### config.mk
export PLATFORM = sky130hd
export DESIGN_NAME = radio_pwr_ctrl
export DESIGN_NICKNAME = d
export VERILOG_FILES = /design/src/rtl/pwr_ctrl_pkg.sv /design/src/rtl/strobe_decode.sv /design/src/rtl/xosc_timer.sv /design/src/rtl/pwr_fsm.sv /design/src/rtl/radio_pwr_ctrl.sv
export SDC_FILE = /design/constraint.sdc
export NUM_CORES = 1
export LEC_CHECK = 0
export ABC_AREA = 1
export ABC_CLOCK_PERIOD_IN_PS = 2300
export BUFFER_PORTS_ARGS = -buffer_cell sky130_fd_sc_hd__buf_2
export CORE_MARGIN = 1.5
export CORE_UTILIZATION = 45
export DETAILED_ROUTE_END_ITERATION = 8
export GPL_TIMING_DRIVEN = 0
export PLACE_DENSITY = 0.69
export REMOVE_ABC_BUFFERS = 1
export SLEW_MARGIN = 20
export SYNTH_ARGS = -nofsm -noshare
export SYNTH_HDL_FRONTEND = slang
export SYNTH_SLANG_ARGS = --single-unit
### constraint.sdc
create_clock -name clk -period 2.3 [get_ports clk]
set_clock_uncertainty 0.05 [all_clocks]
set_input_delay 0.115 -clock clk [delete_from_list [all_inputs] [get_ports clk]]
set_output_delay 0.115 -clock clk [all_outputs]
set_load 0.05 [all_outputs]
### src/rtl/pwr_ctrl_pkg.sv
// Package: shared state and strobe encodings for the radio power controller.
// Assumes: state and strobe codes are visible at the block's ports.
package pwr_ctrl_pkg;

    typedef enum logic [1:0] {
        PS_IDLE  = 2'b00,
        PS_XOFF  = 2'b01,
        PS_SLEEP = 2'b10,
        PS_WAKE  = 2'b11
    } pwr_state_e;

    typedef enum logic [1:0] {
        STB_RESET      = 2'b00,
        STB_XTAL_OFF   = 2'b01,
        STB_POWER_DOWN = 2'b10,
        STB_NOP        = 2'b11
    } strobe_e;

endpackage

### src/rtl/strobe_decode.sv
// Module: turns a strobe code plus its valid pulse into a software-reset
// request and a power request with its target low-power state.
// Assumes: cmd_code is meaningful only in the cycle where cmd_valid is 1.
module strobe_decode
    import pwr_ctrl_pkg::*;
(
    input  logic       cmd_valid,
    input  logic [1:0] cmd_code,
    output logic       sres,
    output logic       req_valid,
    output pwr_state_e req_target
);

    // Decode the strobe; the no-op code produces no request.
    always_comb begin
        sres       = 1'b0;
        req_valid  = 1'b0;
        req_target = PS_IDLE;
        if (cmd_valid) begin
            unique case (strobe_e'(cmd_code))
                STB_RESET:      sres = 1'b1;
                STB_XTAL_OFF:   begin req_valid = 1'b1; req_target = PS_XOFF;  end
                STB_POWER_DOWN: begin req_valid = 1'b1; req_target = PS_SLEEP; end
                default:        ;
            endcase
        end
    end

endmodule

### src/rtl/xosc_timer.sv
// Module: models crystal start-up by counting the edges at which the crystal
// enable is 1, and flags the crystal as stable at START_CYCLES.
// Assumes: restart is a one-cycle request; the count saturates and does not wrap.
module xosc_timer #(
    parameter int unsigned START_CYCLES = 16
) (
    input  logic clk,
    input  logic rst_n,
    input  logic restart,
    input  logic xosc_en,
    output logic stable
);

    localparam int unsigned CNT_W = $clog2(START_CYCLES + 1);
    localparam logic [CNT_W-1:0] CNT_MAX = CNT_W'(START_CYCLES);

    logic [CNT_W-1:0] cnt_q;

    // Clear the count while the crystal is off; otherwise count up to the limit.
    always_ff @(posedge clk) begin
        if (!rst_n || restart) begin
            cnt_q <= '0;
        end else if (!xosc_en) begin
            cnt_q <= '0;
        end else if (cnt_q != CNT_MAX) begin
            cnt_q <= cnt_q + CNT_W'(1);
        end
    end

    assign stable = (cnt_q == CNT_MAX);

    // a crystal that is off cannot be stable one edge later.
    p_off_not_stable_r6: assert property (@(posedge clk) disable iff (!rst_n)
        (!xosc_en && !restart) |=> !stable);

    // the counter never passes its limit.
    p_count_bound_r6: assert property (@(posedge clk) disable iff (!rst_n)
        cnt_q <= CNT_MAX);

endmodule

### src/rtl/pwr_fsm.sv
// Module: the power state machine. It holds a pending low-power request
// until chip select is released, wakes when chip select is pulled low, and
// keeps a sticky flag for strobes it refused.
// Assumes: stable comes from the crystal timer; sres takes priority over all else.
module pwr_fsm
    import pwr_ctrl_pkg::*;
(
    input  logic       clk,
    input  logic       rst_n,
    input  logic       cs_n,
    input  logic       sres,
    input  logic       req_valid,
    input  pwr_state_e req_target,
    input  logic       stable,
    output pwr_state_e st_q,
    output logic       ign_q
);

    pwr_state_e st_n;
    pwr_state_e pend_q, pend_n;
    logic       ign_n;

    // Next-state, pending-request and refused-strobe logic.
    always_comb begin
        st_n   = st_q;
        pend_n = pend_q;
        ign_n  = ign_q;
        if (sres) begin
            st_n   = PS_IDLE;
            pend_n = PS_IDLE;
            ign_n  = 1'b0;
        end else begin
            unique case (st_q)
                PS_IDLE: begin
                    if (req_valid) pend_n = req_target;
                    if (cs_n && (pend_n != PS_IDLE)) begin
                        st_n   = pend_n;
                        pend_n = PS_IDLE;
                    end
                end
                PS_XOFF, PS_SLEEP: begin
                    if (req_valid) ign_n = 1'b1;
                    if (!cs_n) st_n = stable ? PS_IDLE : PS_WAKE;
                end
                default: begin
                    if (req_valid) ign_n = 1'b1;
                    if (stable) st_n = PS_IDLE;
                end
            endcase
        end
    end

    // State, pending-request and flag registers with synchronous reset.
    always_ff @(posedge clk) begin
        if (!rst_n) begin
            st_q   <= PS_IDLE;
            pend_q <= PS_IDLE;
            ign_q  <= 1'b0;
        end else begin
            st_q   <= st_n;
            pend_q <= pend_n;
            ign_q  <= ign_n;
        end
    end

    // the state stays IDLE while the chip is still selected.
    p_hold_while_selected_r2: assert property (@(posedge clk) disable iff (!rst_n)
        (st_q == PS_IDLE && !cs_n && !sres) |=> st_q == PS_IDLE);

    // low-power states are entered only from IDLE, never from WAKE.
    p_no_sleep_from_wake_r2: assert property (@(posedge clk) disable iff (!rst_n)
        (st_q == PS_WAKE) |=> (st_q != PS_XOFF && st_q != PS_SLEEP));

    // selecting the chip in a low-power state always starts a wake-up.
    p_wake_on_select_r4: assert property (@(posedge clk) disable iff (!rst_n)
        ((st_q == PS_XOFF || st_q == PS_SLEEP) && !cs_n && !sres)
        |=> (st_q == PS_WAKE || st_q == PS_IDLE));

    // the refused-strobe flag is sticky.
    p_sticky_flag_r7: assert property (@(posedge clk) disable iff (!rst_n)
        (ign_q && !sres) |=> ign_q);

    // software reset lands in IDLE with the flag cleared.
    p_soft_reset_r8: assert property (@(posedge clk) disable iff (!rst_n)
        sres |=> (st_q == PS_IDLE && !ign_q));

endmodule

### src/rtl/radio_pwr_ctrl.sv
// Module: top of the radio power state controller. It connects the strobe
// decoder, the state machine and the crystal timer, and derives the crystal
// and regulator enables from the state and the force-on bit.
// Assumes: synchronous active-low reset held for at least two edges.
module radio_pwr_ctrl
    import pwr_ctrl_pkg::*;
#(
    parameter int unsigned START_CYCLES = 16
) (
    input  logic       clk,
    input  logic       rst_n,
    input  logic       cs_n,
    input  logic       cmd_valid,
    input  logic [1:0] cmd_code,
    input  logic       force_xosc_on,
    output logic       xosc_en,
    output logic       vreg_en,
    output logic       chip_rdy_n,
    output logic [1:0] state,
    output logic       cmd_ignored
);

    logic       sres;
    logic       req_valid;
    pwr_state_e req_target;
    pwr_state_e st;
    logic       stable;

    strobe_decode u_dec (
        .cmd_valid  (cmd_valid),
        .cmd_code   (cmd_code),
        .sres       (sres),
        .req_valid  (req_valid),
        .req_target (req_target)
    );

    pwr_fsm u_fsm (
        .clk        (clk),
        .rst_n      (rst_n),
        .cs_n       (cs_n),
        .sres       (sres),
        .req_valid  (req_valid),
        .req_target (req_target),
        .stable     (stable),
        .st_q       (st),
        .ign_q      (cmd_ignored)
    );

    xosc_timer #(.START_CYCLES(START_CYCLES)) u_tmr (
        .clk     (clk),
        .rst_n   (rst_n),
        .restart (sres),
        .xosc_en (xosc_en),
        .stable  (stable)
    );

    // Crystal runs in IDLE and WAKE, or anywhere when forced on.
    always_comb xosc_en = force_xosc_on || st == PS_IDLE || st == PS_WAKE;

    // Regulator is off only in SLEEP.
    always_comb vreg_en = (st != PS_SLEEP);

    assign chip_rdy_n = ~stable;
    assign state      = st;

    // the force-on bit keeps the crystal running whatever the state.
    p_force_keeps_xtal_r5: assert property (@(posedge clk) disable iff (!rst_n)
        force_xosc_on |-> xosc_en);

    // leaving SLEEP always brings the regulator back.
    p_reg_back_after_sleep_r3: assert property (@(posedge clk) disable iff (!rst_n)
        (st == PS_SLEEP && !cs_n && !sres) |=> vreg_en);

endmodule

==> flow_summary.toml <==
[clocking]
clock-sinks = 10
h-tree-depth = 1
cts.repair.resized = 0
cts_root_buf = "clkbuf_4"
post_cts_buffers = 0
clkTransAtPathRegs_ns = 0.06
cts_inserted_buffers = 3
cts_tree = "built"
holdBufCountCts = 0
clk_path_buf_depth = 2
clkLatencyLatePin_ns = 0.25

[sta]
tns_ns = 0
hold_violations = 0
period_share = 0.688
report.final.setup_viol = 0
fmax_mhz = 632
rsz0062_at_grt = "no"
period_needed_ns = 1.58
worst_pin_slew_ns = 0.291
slew_headroom = 0.806
slew_violations = 0

[pwr]
power_density_nw_per_um2 = 867
p_total_mw = 0.644
p_leak_nw = 0.382
peakVddDrop_uv = 375

[critical_path]
end_kind = "output pin"
path_delay_family = "buffers and inverters"
crit_type = "reg2out"
reg2reg_from = "u_fsm.st_q[0]"
critPathMaxFanout = 8
worstPathRequired_ns = 2.13
worstPathCellList = "inv_1 -> ha_1 -> nor2_1 -> nand2_1 -> buf_2"
arrival_ns = 1.42
worst-path-buf-inv = 2
startpoint = "u_fsm.st_q[0]"
worst_setup_path_start_kind = "flop"
crit_slowest_cell = "dfxtp_1"
worst_path_largest_cell_delay_ns = 0.33

[place]
gp_congestion = 0.640
portBuffers = 12
hpwl_microns = 894

[drt]
drc = 0
drt_first_pass_iters = 5
vias = 580
dr.first_iter.drc_count = 12
wire_per_inst_microns = 9.21
postRouteAntennaNets = 0
via_per_inst = 4.75
wirelength_microns = 1120

[floorplanning]
core-area_sq_um = 1330
initial_core_util = 0.496
die_w_microns = 41.4
io_pins = 13
die-height_microns = 41.4
num_rows = 13
fp.dieArea_sq_um = 1710

[yosys]
syn_avg_cell_area_sq_um = 7.12
synth_top_area_frac = 0.302
yosys_warnings = 0
yosysTopAreaCell = "dfxtp_1"
yosys_register_bits = 10
seq_area_frac_synth = 0.302
synth.area.top_cells = "dfxtp_1 (30%), ha_1 (15%), nand2_1 (14%)"
netlist_instances = 93
synth_cell_types = 21
syn-cell-area_sq_um = 662

[flow_run]
max_cap_violations = 0

[grt]
grt_use_total = 0.139
grt_max_degree = 9
globalRouteOverflowTotal = 0
grt_pass1_vias = 442
grt_pass1_wl_microns = 1550
antenna_found_initial = 0

[min_path]
hold_path.class = "in2reg"
hold_start = "rst_n"

[final_layout]
layout-drive-gt1-share = 0.206
nets = 124
fillers = 130
antenna_cells = 0
area_growth_syn_to_layout_pct = 12.3

[outcome]
status = "completed"
## power by group
part | switching (mW) | total [mW] | internal [mW]
Sequential | 0.0239 | 0.223 | 0.200
Combinational | 0.210 | 0.313 | 0.102
Clock | 0.0484 | 0.108 | 0.0598
Total | 0.283 | 0.644 | 0.362
## final cells by class
class	instances	area, sq um	area share
multi-input cells	65	378	0.508
inverters	17	63.8	0.0859
well taps	15	18.8	0.0253
flip-flops and latches	10	200	0.269
repair buffers	12	60.1	0.0808
clock buffers	3	22.5	0.0303
## per-layer routing
| layer | up-vias | GRT usage | share of wire | routed length (microns) |
|---|---|---|---|---|
| met5 | - | 0 | 0 | 0 |
| met4 | 0 | 0.0726 | 0.0071 | 8 |
| met3 | 4 | 0.0160 | 0.026 | 29 |
| met2 | 13 | 0.266 | 0.49 | 549 |
| met1 | 242 | 0.148 | 0.48 | 536 |
| li1 | 321 | - | - | - |
## sequential cells by signal (all words and copies together), names as in the netlist
signal and cells:
u_tmr.cnt_q 5, u_fsm.pend_q 2, u_fsm.st_q 2, u_fsm.ign_q 1
## cell families after synthesis
kind of cell | after synthesis | share of synthesized area
AND/OR/NAND/NOR | 46 | 0.308
buffers and inverters | 18 | 0.127
flip-flops | 10 | 0.302
AO/OA/AOI/OAI | 9 | 0.0851
adder cells (fa/ha/maj) | 8 | 0.151
XOR/XNOR | 2 | 0.0265
## layout by cell type, fill, tap and decap left out
master / n
a211oi_1: 1
a21oi_1: 6
a22oi_2: 1
a31oi_1: 1
buf_2: 12
clkbuf_4: 3
clkinv_1: 2
dfxtp_1: 10
ha_1: 8
inv_1: 12
inv_2: 3
nand2_1: 24
nand2_2: 1
nand2_4: 1
nand3_1: 8
nand4_1: 2
nor2_1: 7
nor2_2: 1
nor3_1: 1
or2_0: 1
xnor2_1: 1
xor2_1: 1
## Yosys cell counts
cell,count
clkinv_1,2
nand2_4,1
or2_0,1
a22oi_2,1
a31oi_1,1
xnor2_1,1
nor3_1,1
a211oi_1,1
a21oi_1,6
nand3_1,8
dfxtp_1,10
nand2_2,1
xor2_1,1
buf_12,1
inv_1,12
inv_2,3
nand2_1,24
nor2_1,7
ha_1,8
nor2_2,1
nand4_1,2
## path summary, 6_finish.rpt
path / endpoint / slack [ns] / depth (start not counted)
worst max register to register: u_fsm.st_q[0] / 0.88 / 7
worst min-delay path: u_fsm.pend_q[1] / 0.12 / 3
worst min register to register: u_fsm.pend_q[1] / 0.43 / 2
worst max-delay path: xosc_en / 0.72 / 5
## stage by stage
stage / instances / area, sq um / util / hold WS [ns] / worst slack, ns
final: 122 / 743 / 0.557 / 0.124 / 0.718
after CTS: 122 / 743 / 0.557 / 0.121 / 0.710
after global placement: 119 / 721 / 0.540 / 0.375 / 0.905
after global routing: 122 / 743 / 0.557 / 0.155 / 0.628
after detailed placement: 119 / 721 / 0.540 / 0.391 / 0.885
after floorplan: 92 / 642 / - / 0.232 / 0.322
## worst reg2reg max path, delay by kind of cell, from the launching register on
| family | cells | cell delay (ns) |
|---|---|---|
| DFF | 1 | 0.33 |
| adders and majority gates | 1 | 0.32 |
| and+or+nand+nor | 4 | 0.32 |
| AOI/OAI and AO/OA | 1 | 0.22 |
| buffers and inverters | 1 | 0.08 |
(Power assumes the default switching activity.)
